--- config.mk ---
export PLATFORM = sky130hd
export DESIGN_NAME = uart_frame_engine
export DESIGN_NICKNAME = d
export VERILOG_FILES = /design/src/rtl/uart_frame_engine.sv
export SDC_FILE = /design/constraint.sdc
export NUM_CORES = 1
export LEC_CHECK = 0
export BUFFER_PORTS_ARGS = -buffer_cell sky130_fd_sc_hd__buf_2
export CELL_PAD_IN_SITES_DETAIL_PLACEMENT = 1
export CELL_PAD_IN_SITES_GLOBAL_PLACEMENT = 1
export CORE_UTILIZATION = 44
export CTS_CLUSTER_SIZE = 14
export DETAILED_ROUTE_END_ITERATION = 10
export PLACE_DENSITY_LB_ADDON = 0.25
export SLEW_MARGIN = 20
export SYNTH_ARGS = -nofsm -noshare
export SYNTH_HDL_FRONTEND = slang
export SYNTH_SLANG_ARGS = --single-unit
--- constraint.sdc ---
create_clock -name clk -period 3 [get_ports clk]
set_input_delay 0.75 -clock clk [delete_from_list [all_inputs] [get_ports clk]]
set_output_delay 0.75 -clock clk [all_outputs]
set_load 0.03 [all_outputs]
--- src/rtl/uart_frame_engine.sv ---
module uart_frame_engine #(
  parameter int DIV_W = 16
) (
  input  logic             clk,
  input  logic             rst_n,
  input  logic [2:0]       ctrl,
  input  logic [7:0]       cfg,
  input  logic [DIV_W-1:0] div,
  input  logic [7:0]       tx_data,
  input  logic             tx_valid,
  output logic             tx_ready,
  output logic [7:0]       rx_data,
  output logic             rx_valid,
  input  logic             rx_ready,
  output logic [7:0]       status,
  input  logic             rxd,
  output logic             txd
);
  localparam int FW = 12;

  logic srst;
  assign srst = ctrl[2];

  // 16x prescaler
  logic [DIV_W-1:0] pcnt;
  logic tick;
  assign tick = (pcnt >= div);
  always_ff @(posedge clk or negedge rst_n)
    if (!rst_n) pcnt <= '0;
    else if (srst || tick) pcnt <= '0;
    else pcnt <= pcnt + 1'b1;

  logic [3:0] dlen;
  assign dlen = cfg[0] ? 4'd8 : 4'd7;

  // receiver
  typedef enum logic [2:0] {R_IDLE, R_START, R_DATA, R_PAR, R_STOP} rstate_t;
  rstate_t rst_q;
  logic [2:0] rsync;
  logic rs, rprev;
  logic [3:0] rscnt, rbits;
  logic [7:0] rsh;
  logic rpar, ovr_pend;
  logic [2:0] rx_err;
  logic [7:0] rword;
  assign rs    = rsync[1];
  assign rprev = rsync[2];
  assign rword = cfg[0] ? rsh : {1'b0, rsh[7:1]};

  always_ff @(posedge clk or negedge rst_n) begin
    if (!rst_n) begin
      rsync <= 3'b111; rst_q <= R_IDLE; rscnt <= '0; rbits <= '0;
      rsh <= '0; rpar <= 1'b0; ovr_pend <= 1'b0; rx_err <= '0;
      rx_data <= '0; rx_valid <= 1'b0;
    end else begin
      rsync <= {rsync[1:0], rxd};
      if (rx_valid && rx_ready) rx_valid <= 1'b0;
      if (srst) begin
        rst_q <= R_IDLE; rx_valid <= 1'b0; ovr_pend <= 1'b0;
      end else begin
        case (rst_q)
          R_IDLE:
            if (ctrl[0] && rprev && !rs) begin rst_q <= R_START; rscnt <= '0; end
          R_START:
            if (tick) begin
              if (rscnt == 4'd7) begin
                rscnt <= '0; rbits <= '0; rpar <= 1'b0;
                rst_q <= rs ? R_IDLE : R_DATA;
              end else rscnt <= rscnt + 1'b1;
            end
          default:
            if (tick) begin
              if (rscnt == 4'd15) begin
                rscnt <= '0;
                if (rst_q == R_DATA) begin
                  rsh   <= {rs, rsh[7:1]};
                  rpar  <= rpar ^ rs;
                  rbits <= rbits + 1'b1;
                  if (rbits == dlen - 4'd1) rst_q <= cfg[2] ? R_PAR : R_STOP;
                end else if (rst_q == R_PAR) begin
                  rpar  <= rpar ^ rs;
                  rst_q <= R_STOP;
                end else begin
                  rst_q <= R_IDLE;
                  if (rx_valid && !rx_ready) ovr_pend <= 1'b1;
                  else begin
                    rx_valid <= 1'b1;
                    rx_data  <= rword;
                    rx_err   <= {ovr_pend, !rs, cfg[2] && (rpar != cfg[4])};
                    ovr_pend <= 1'b0;
                  end
                end
              end else rscnt <= rscnt + 1'b1;
            end
        endcase
      end
    end
  end

  // transmitter
  logic [FW-1:0] tsh, frame;
  logic [3:0] tleft, tscnt, flen;
  logic tbusy, tpar;
  logic [7:0] dm;
  assign dm   = cfg[0] ? tx_data : {1'b0, tx_data[6:0]};
  assign tpar = ^dm ^ cfg[4];
  assign flen = 4'd9 + {3'b0, cfg[0]} + {3'b0, cfg[2]} + {3'b0, cfg[1]};

  always_comb begin
    frame      = '1;
    frame[0]   = 1'b0;
    frame[8:1] = dm;
    if (!cfg[0]) frame[8] = cfg[2] ? tpar : 1'b1;
    else if (cfg[2]) frame[9] = tpar;
  end

  assign tx_ready = !tbusy && ctrl[1] && !srst;

  always_ff @(posedge clk or negedge rst_n) begin
    if (!rst_n) begin
      tsh <= '1; tbusy <= 1'b0; tleft <= '0; tscnt <= '0;
    end else if (srst) begin
      tsh <= '1; tbusy <= 1'b0;
    end else if (tx_valid && tx_ready) begin
      tsh <= frame; tbusy <= 1'b1; tleft <= flen; tscnt <= '0;
    end else if (tbusy && tick) begin
      if (tscnt == 4'd15) begin
        tscnt <= '0;
        tsh   <= {1'b1, tsh[FW-1:1]};
        tleft <= tleft - 1'b1;
        if (tleft == 4'd1) tbusy <= 1'b0;
      end else tscnt <= tscnt + 1'b1;
    end
  end

  assign txd    = tsh[0];
  assign status = {1'b0, !tbusy && !tx_valid, 3'b000, rx_err};
endmodule


==> out/results.tsv, run 1 <==
metric	value	unit
worst slew pin tran	545	ps
Max-slew headroom	63.4	%
remaining global-route overflow	0	
first-pass GRT wire length	17000	µm
Setup TNS	0	ps
Net Switching	550	µW
Async S/R FF share, synth	100	%
commonest cells after routing, fill and taps aside	58 x dfrtp_1, 50 x buf_2, 46 x nand2_1, 45 x nor2_1, 29 x inv_1	
CP endpoint kind	flop	
syn_area_per_cell	9.77	µm²
Setup CP Type	in2reg	
M3 GR Usage	4.40	%
share of cells above drive strength 1	25.8	%
Post-synth EDFFs	0	
f_max	0.357	GHz
I/O pin count	59	
CTS tree	built	
final instance area	4860	µm²
smallest hold slack	334	ps
port buffer count	50	
gate count after technology mapping	421	
die width	98.7	µm
Final Non-Filler Cells	604	
CTS Buf Count	9	
clock sink total	71	
Tmin final	2800	ps
CTS root buf	clkbuf_8	
CTS HTree Levels	3	
slowest CP cell	a2111o_1	
Die Y	98.7	µm
clk buf depth	2	
RePlAce Congestion	0.746	
total of max-cap violations	0	
Critical path origin	div[13]	
status	finished clean	
#FFs+latches synth	71	
hold buffers post-CTS	0	
most common cell after layout, fill and taps aside	dfrtp_1	
final setup vio count	0	
Pleak	0.00245	µW
vias in the first global route	3591	
Buf/Inv on CP	3	
Worst-path clk slew	90	ps
Seq pwr share	48.0	%
Detail Route Antenna Nets	0	
most crowded layer after global routing	met2	
CP max stage delay	460	ps
routing usage on met1	27.7	%
logic gate share of total power	10.4	%
total power	2110	µW
GRT Resource Usage Total	22.2	%
worst hold-check path type	in2async	
dpl hpwl	7220	µm
placed inst area	4630	µm²
unrepaired setup endpoints after global routing	no	
detailed-route wire length per cell	16.2	µm
ant diodes	0	
Die Footprint	9740	µm²
# rows	34	
clock skew	14.7	ps
Worst Path Required	3210	ps
VDD IR max	0.301	mV
Area Growth Syn to Fin	18.1	%
synth warn	0	
met2 usage	38.9	%
PwrDens	434	nW/µm²
sequential area share after synthesis	43.6	%
via count	3333	
Crit path top cell by count	a21o_1	
Top FF cell, synth	dfrtp_1	
WP data arrival	3010	ps
detailed-route DRC error count	0	
placed cells	588	
initial antenna violation count	0	
crit-path max FO	11	
Cell Area, Synth	4120	µm²
Worst Setup Start Kind	input port	
Sw Share	26.1	%
Hold Vio Cnt, Final	0	
Clk pwr share	41.5	%
Initial Utilization	46.3	%
CP delay by family, top	compound AO/OA/AOI/OAI gates	
period utilization	93.3	%
core area	8890	µm²
Final Max Tran Viols	0	
Initial DRC Count	143	
Clk Latency, worst-skew pair	350	ps
FF-to-FF Start	pcnt[13]	
crit-path cells	buf_2 > inv_1 > ha_1 > a21o_1 > a21o_1 > a2111o_1 > o31ai_2 > or3_1 > buf_12 > mux2_1	
total wire length	9800	µm
TritonRoute pass-1 iters	4	
Distinct cells, synth	60	
largest net degree at the start of global routing	55	
internal power	1560	µW
routed vias/inst	5.52	
Nets	556	
## area by class of cell
cell class              count  area (µm²)
repair buffers             73         448
inverters                  29         109
fillers                  1047        4030
clock inverters             7         103
flip-flops and latches     71        1790
multi-input cells         307        2150
clock buffers               9         124
well taps                 108         135
## kinds of logic after synthesis
| family | count (synthesis) | synth area share (%) |
|---|---|---|
| compound gates | 58 | 10.4 |
| mux | 32 | 8.54 |
| xor+xnor | 26 | 5.53 |
| fa+ha+maj | 25 | 7.60 |
| flops | 71 | 43.6 |
| other cells | 1 | 0.0911 |
| simple gates | 162 | 19.4 |
| buf+inv | 46 | 4.86 |
## Yosys cell counts, types with 4 or more instances
library cell / number / area share (%)
nor2b_1: 4 / 0.61
nor3_1: 9 / 1.1
inv_1: 29 / 2.6
nand2_1: 46 / 4.2
nand3b_1: 4 / 0.73
o31ai_1: 5 / 0.91
a21oi_1: 8 / 0.97
mux2_1: 8 / 2.2
nor2_1: 45 / 4.1
xor2_1: 8 / 1.7
or3_1: 6 / 0.91
a31oi_1: 9 / 1.4
nand3_1: 14 / 1.7
and3_1: 9 / 1.4
xnor2_1: 18 / 3.8
nand4_1: 4 / 0.61
mux2i_1: 7 / 1.7
o21ai_0: 9 / 1.1
clkbuf_1: 9 / 0.82
dfstp_2: 13 / 8.3
dfrtp_1: 58 / 35
mux2_2: 17 / 4.7
ha_1: 25 / 7.6
buf_4: 5 / 0.91
and2_1: 5 / 0.76
## sequential cells by signal, summed over array words and instances, names as in the netlist
name	count
tleft	4
rst_q	3
ovr_pend	1
tsh	10
tbusy	1
rsync	3
tscnt	4
rscnt	4
rsh	8
rx_err	3
pcnt	16
rpar	1
rbits	4
rx_data	8
rx_valid	1
## power by group through the flow
stage	clock (µW)	sequential [µW]	combinational, µW
floorplan	0	1020	134
CTS	898	1010	227
global placement	0	1030	212
finish	875	1010	220
detailed placement	0	1030	224
global route	940	1020	251
## layer usage
| metal | up-vias | wire length [µm] | part of all wire (%) |
|---|---|---|---|
| met3 | 11 | 292 | 3.0 |
| met2 | 64 | 4940 | 50 |
| met5 | - | 0 | 0 |
| li1 | 1604 | - | - |
| met4 | 0 | 112 | 1.1 |
| met1 | 1654 | 4450 | 45 |
## path summary, 6_finish.rpt
kind / to / slack [ps] / cells after the start
worst max-delay path: rx_err[2] / 200 / 10
worst min-delay path: rx_data[3] / 330 / 1
worst max register to register: rx_err[2] / 290 / 8
worst min register to register: rsync[1] / 360 / 0
max in group asynchronous: tsh[5] / 1970 / 2
min in group clk: rsync[1] / 360 / 0
## what timing repair did
item / 4_1_cts / 5_1_grt
setup endpoints to repair: 0 / 1
buffers inserted: 0 / 0
endpoints found under the hold margin: 0 / 0
gates resized for setup: 0 / 1
## per-stage QoR
stage	util [%]	setup slack (ps)
2_1_floorplan	-	6.72
4_1_cts	54.6	179
3_5_place_dp	52.0	-129
5_1_grt	54.6	67.0
6_report	54.6	200
3_3_place_gp	52.0	-96.2
Power figures use the tool's default switching activity.
==> inputs of run 2 (changes only) <==
Settings changed: CORE_UTILIZATION 44 to 45.
Clock period 3 ns to 3.6 ns, I/O delays scaled along.
==> out/results.tsv, run 2 (synthesis gave the netlist of run 1 again) <==
metric	value	unit
detailed-route wire length per cell	16.1	µm
logic gate share of total power	10.1	%
met2 usage	36.4	%
Final Max Tran Viols	0	
Initial Utilization	46.7	%
die width	97.6	µm
crit-path max FO	11	
Nets	546	
commonest cells after routing, fill and taps aside	58 x dfrtp_1, 50 x buf_2, 46 x nand2_1, 45 x nor2_1, 29 x inv_1	
TritonRoute pass-1 iters	7	
CTS Buf Count	9	
VDD IR max	0.233	mV
Worst Path Required	3830	ps
register bank with the most flops	pcnt	
largest registers	pcnt: 16 flops, tsh: 10 flops	
CTS root buf	clkbuf_8	
Net Switching	451	µW
RePlAce Congestion	0.779	
f_max	0.306	GHz
dpl hpwl	6870	µm
Worst Setup Start Kind	input port	
total power	1730	µW
remaining global-route overflow	0	
Sw Share	26.0	%
clk buf depth	2	
status	finished, violations left	
Max-slew headroom	39.0	%
worst hold-check path type	reg2reg	
failing checks	design-rule violations	
Detail Route Antenna Nets	0	
first-pass GRT wire length	17000	µm
I/O pin count	59	
routed vias/inst	5.62	
WP data arrival	3500	ps
area occupied by multi-input gates	2130	µm²
Die Footprint	9530	µm²
initial antenna violation count	0	
Clk pwr share	41.3	%
CP endpoint kind	flop	
filler cell count	1026	
total wire length	9590	µm
Pleak	0.00237	µW
Die Y	97.6	µm
vias in the first global route	3480	
Worst-path clk slew	80	ps
largest net degree at the start of global routing	72	
Clk Latency, worst-skew pair	360	ps
# rows	34	
unrepaired setup endpoints after global routing	no	
detailed-route DRC error count	9	
max reg flops	16	
PwrDens	366	nW/µm²
Final Non-Filler Cells	594	
final setup vio count	0	
GRT Resource Usage Total	22.3	%
routing usage on met1	30.1	%
hold buffers post-CTS	0	
Setup CP Type	in2reg	
Hold Vio Cnt, Final	0	
internal power	1280	µW
Area Growth Syn to Fin	15.2	%
worst slew pin tran	916	ps
CTS HTree Levels	3	
via count	3338	
cts repair resizes	0	
most crowded layer after global routing	met2	
total of max-cap violations	0	
share of cells above drive strength 1	24.1	%
Tmin final	3260	ps
port buffer count	50	
clock sink total	71	
clock skew	23.5	ps
Register Area	1790	µm²
CTS tree	built	
Setup TNS	0	ps
Initial DRC Count	157	
placed cells	578	
postcts setup bufs	0	
ant diodes	0	
most common cell after layout, fill and taps aside	dfrtp_1	
M3 GR Usage	3.38	%
Seq pwr share	48.6	%
period utilization	90.7	%
core area	8810	µm²
## run 2: path summary, 6_finish.rpt
| kind | start | endpoint | slack, ps | cells past startpoint |
|---|---|---|---|---|
| setup / recovery | div[0] | rx_err[0] | 340 | 9 |
| hold / removal | rsync[0] | rsync[1] | 360 | 0 |
| setup reg to reg | pcnt[0] | rx_err[0] | 500 | 9 |
| hold reg to reg | rsync[0] | rsync[1] | 360 | 0 |
| max in group asynchronous | rst_n | rx_data[0] | 2240 | 2 |
| min in group asynchronous | rst_n | rbits[2] | 740 | 2 |
## run 2: stage by stage
stage	utilization, %	instance area (µm²)	worst slack, ps	hold WS [ps]
final	53.8	4740	335	361
after detailed placement	51.3	4520	22.6	350
after global placement	51.3	4520	70.5	346
after global routing	53.8	4740	275	366
after CTS	53.8	4740	338	361
after floorplan	-	4130	383	345
## run 2: power by group through the flow
stage                     Clock (µW)  Sequential [µW]  Combinational [µW]
final                            716              843                 175
after global routing             759              847                 201
after CTS                        730              843                 179
after detailed placement           0              858                 177
after global placement             0              857                 168
after floorplan                    0              854                 111
## run 2: cell type report
cell class / count / area share, %
clock buffer: 9 / 2.61
multi-input combinational: 307 / 45.0
tap: 108 / 2.85
inverter: 29 / 2.30
sequential: 71 / 37.8
clock inverter: 7 / 2.06
timing repair buffer: 63 / 7.34
## run 2: per-layer routing
layer / vias to the layer above / routed length [µm]
met3: 13 / 294
met4: 0 / 134
met2: 59 / 4580
met1: 1677 / 4570
li1: 1589 / -
met5: - / 0
## run 2: critical path, stage by stage
cell,delay [ps]
buf_2,100
ha_1,270
nand2b_1,140
a2111oi_1,670
nor4b_4,200
o31ai_1,470
or3_1,180
buf_4,210
mux2_2,360
==> inputs of run 3 (changes only) <==
Settings changed: CELL_PAD_IN_SITES_DETAIL_PLACEMENT 1 to not set, CELL_PAD_IN_SITES_GLOBAL_PLACEMENT 1 to not set.
==> out/results.tsv, run 3 (synthesis gave the netlist of run 1 again) <==
metric	value	unit
Die Footprint	9530	µm²
Hold Vio Cnt, Final	0	
commonest cells after routing, fill and taps aside	58 x dfrtp_1, 50 x buf_2, 46 x nand2_1, 45 x nor2_1, 29 x inv_1	
postcts setup bufs	0	
final setup vio count	0	
worst hold-check path type	reg2reg	
Final Max Tran Viols	0	
TritonRoute pass-1 iters	7	
period utilization	87.9	%
share of cells above drive strength 1	23.8	%
FF-to-FF Start	pcnt[0]	
CTS tree	built	
path depth of the worst reg2reg path	8	
crit-path max FO	11	
hold buffers post-CTS	0	
Nets	544	
Initial DRC Count	225	
Worst Path Required	3830	ps
total of max-cap violations	0	
Max-slew headroom	40.0	%
Hold Path Stages	0	
detailed-route DRC error count	10	
port buffer count	50	
remaining global-route overflow	0	
Setup CP Type	in2reg	
Clk Latency, worst-skew pair	350	ps
smallest hold slack	366	ps
Hold Crit Endpoint	rsync[1]	
register bank with the most flops	pcnt	
Crit Reg-Reg Endpoint	rx_err[0]	
Detail Route Antenna Nets	0	
hold_sp	rsync[0]	
total wire length	8220	µm
dpl hpwl	5880	µm
CTS root buf	clkbuf_8	
unrepaired setup endpoints after global routing	no	
Area Growth Syn to Fin	13.6	%
Die Y	97.6	µm
largest registers	pcnt: 16 flops, tsh: 10 flops	
RePlAce Congestion	0.756	
vias in the first global route	3214	
CTS Buf Count	9	
fin util	53.1	%
Worst-path clk slew	80	ps
CTS HTree Levels	3	
routed vias/inst	5.36	
Tmin final	3160	ps
I/O pin count	59	
PwrDens	338	nW/µm²
R2R Setup Slk	630	ps
core area	8810	µm²
via count	3174	
Pleak	0.00234	µW
clk buf depth	2	
die width	97.6	µm
# rows	34	
first-pass GRT wire length	14500	µm
GRT Resource Usage Total	18.7	%
f_max	0.316	GHz
Setup TNS	0	ps
detailed-route wire length per cell	13.9	µm
initial antenna violation count	0	
WP data arrival	3390	ps
Worst Setup Start Kind	input port	
ant diodes	0	
CP endpoint kind	flop	
worst slew pin tran	900	ps
most common cell after layout, fill and taps aside	dfrtp_1	
cts repair resizes	0	
failing checks	design-rule violations	
VDD IR max	0.265	mV
clock skew	8.57	ps
Initial Utilization	46.7	%
max reg flops	16	
clock sink total	71	
largest net degree at the start of global routing	72	
status	finished, violations left	
## run 3: cell types whose count changed in the layout (fill, tap and decap cells not counted)
| cell | delta |
|---|---|
| buf_4 | -2 |
| bufinv_16 | -2 |
| clkinv_4 | -2 |
| clkinvlp_4 | +2 |
| clkinv_2 | +1 |
| inv_6 | +1 |
## run 3: area by class of cell
class                      instances  area (µm²)
multi-input combinational        307        2130
tap                              108         135
sequential                        71        1790
fill                             816        4130
inverter                          29         109
clock inverter                     7        48.8
clock buffer                       9         124
timing repair buffer              61         333
## run 3: how the worst max path moves through the flow
stage                     slack [ps]   endpoint     from  cells after the start
final                            440  rx_err[0]  div[13]                      9
after global routing             210  rx_err[0]   div[0]                      8
after CTS                        400  rx_err[0]   div[0]                      8
after detailed placement          40  rx_err[0]   div[0]                      8
after global placement            70  rx_err[0]   div[0]                      8
after floorplan                  380     rsh[0]  div[13]                      9
## run 3: per-stage QoR
step	power [µW]	worst slack [ps]	instance area, µm²	instances
CTS	1600	399	4680	592
global placement	1020	72.3	4500	576
floorplan	965	383	4130	424
detailed placement	1030	44.4	4500	576
global route	1660	208	4680	592
finish	1580	436	4680	592
## run 3: routing by layer
layer / vias to the layer above / track usage, % / share of wire (%)
li1: 1588 / - / -
met1: 1507 / 24.1 / 50
met2: 62 / 31.2 / 45
met3: 17 / 2.81 / 3.2
met4: 0 / 8.16 / 2.0
met5: - / 0 / 0
## run 3: critical path, cell delays in order
cell      delay, ps
buf_2            70
inv_1            30
ha_1            300
a21o_1          160
a21o_1          170
a2111o_1        520
o31ai_1         320
or3_1           510
mux2_2          400
## run 3: report_power, final
group	internal (µW)	switching, µW	total [µW]
registers	823	19.0	842
clock network	249	319	568
logic	68.5	99.6	168
total	1140	438	1580
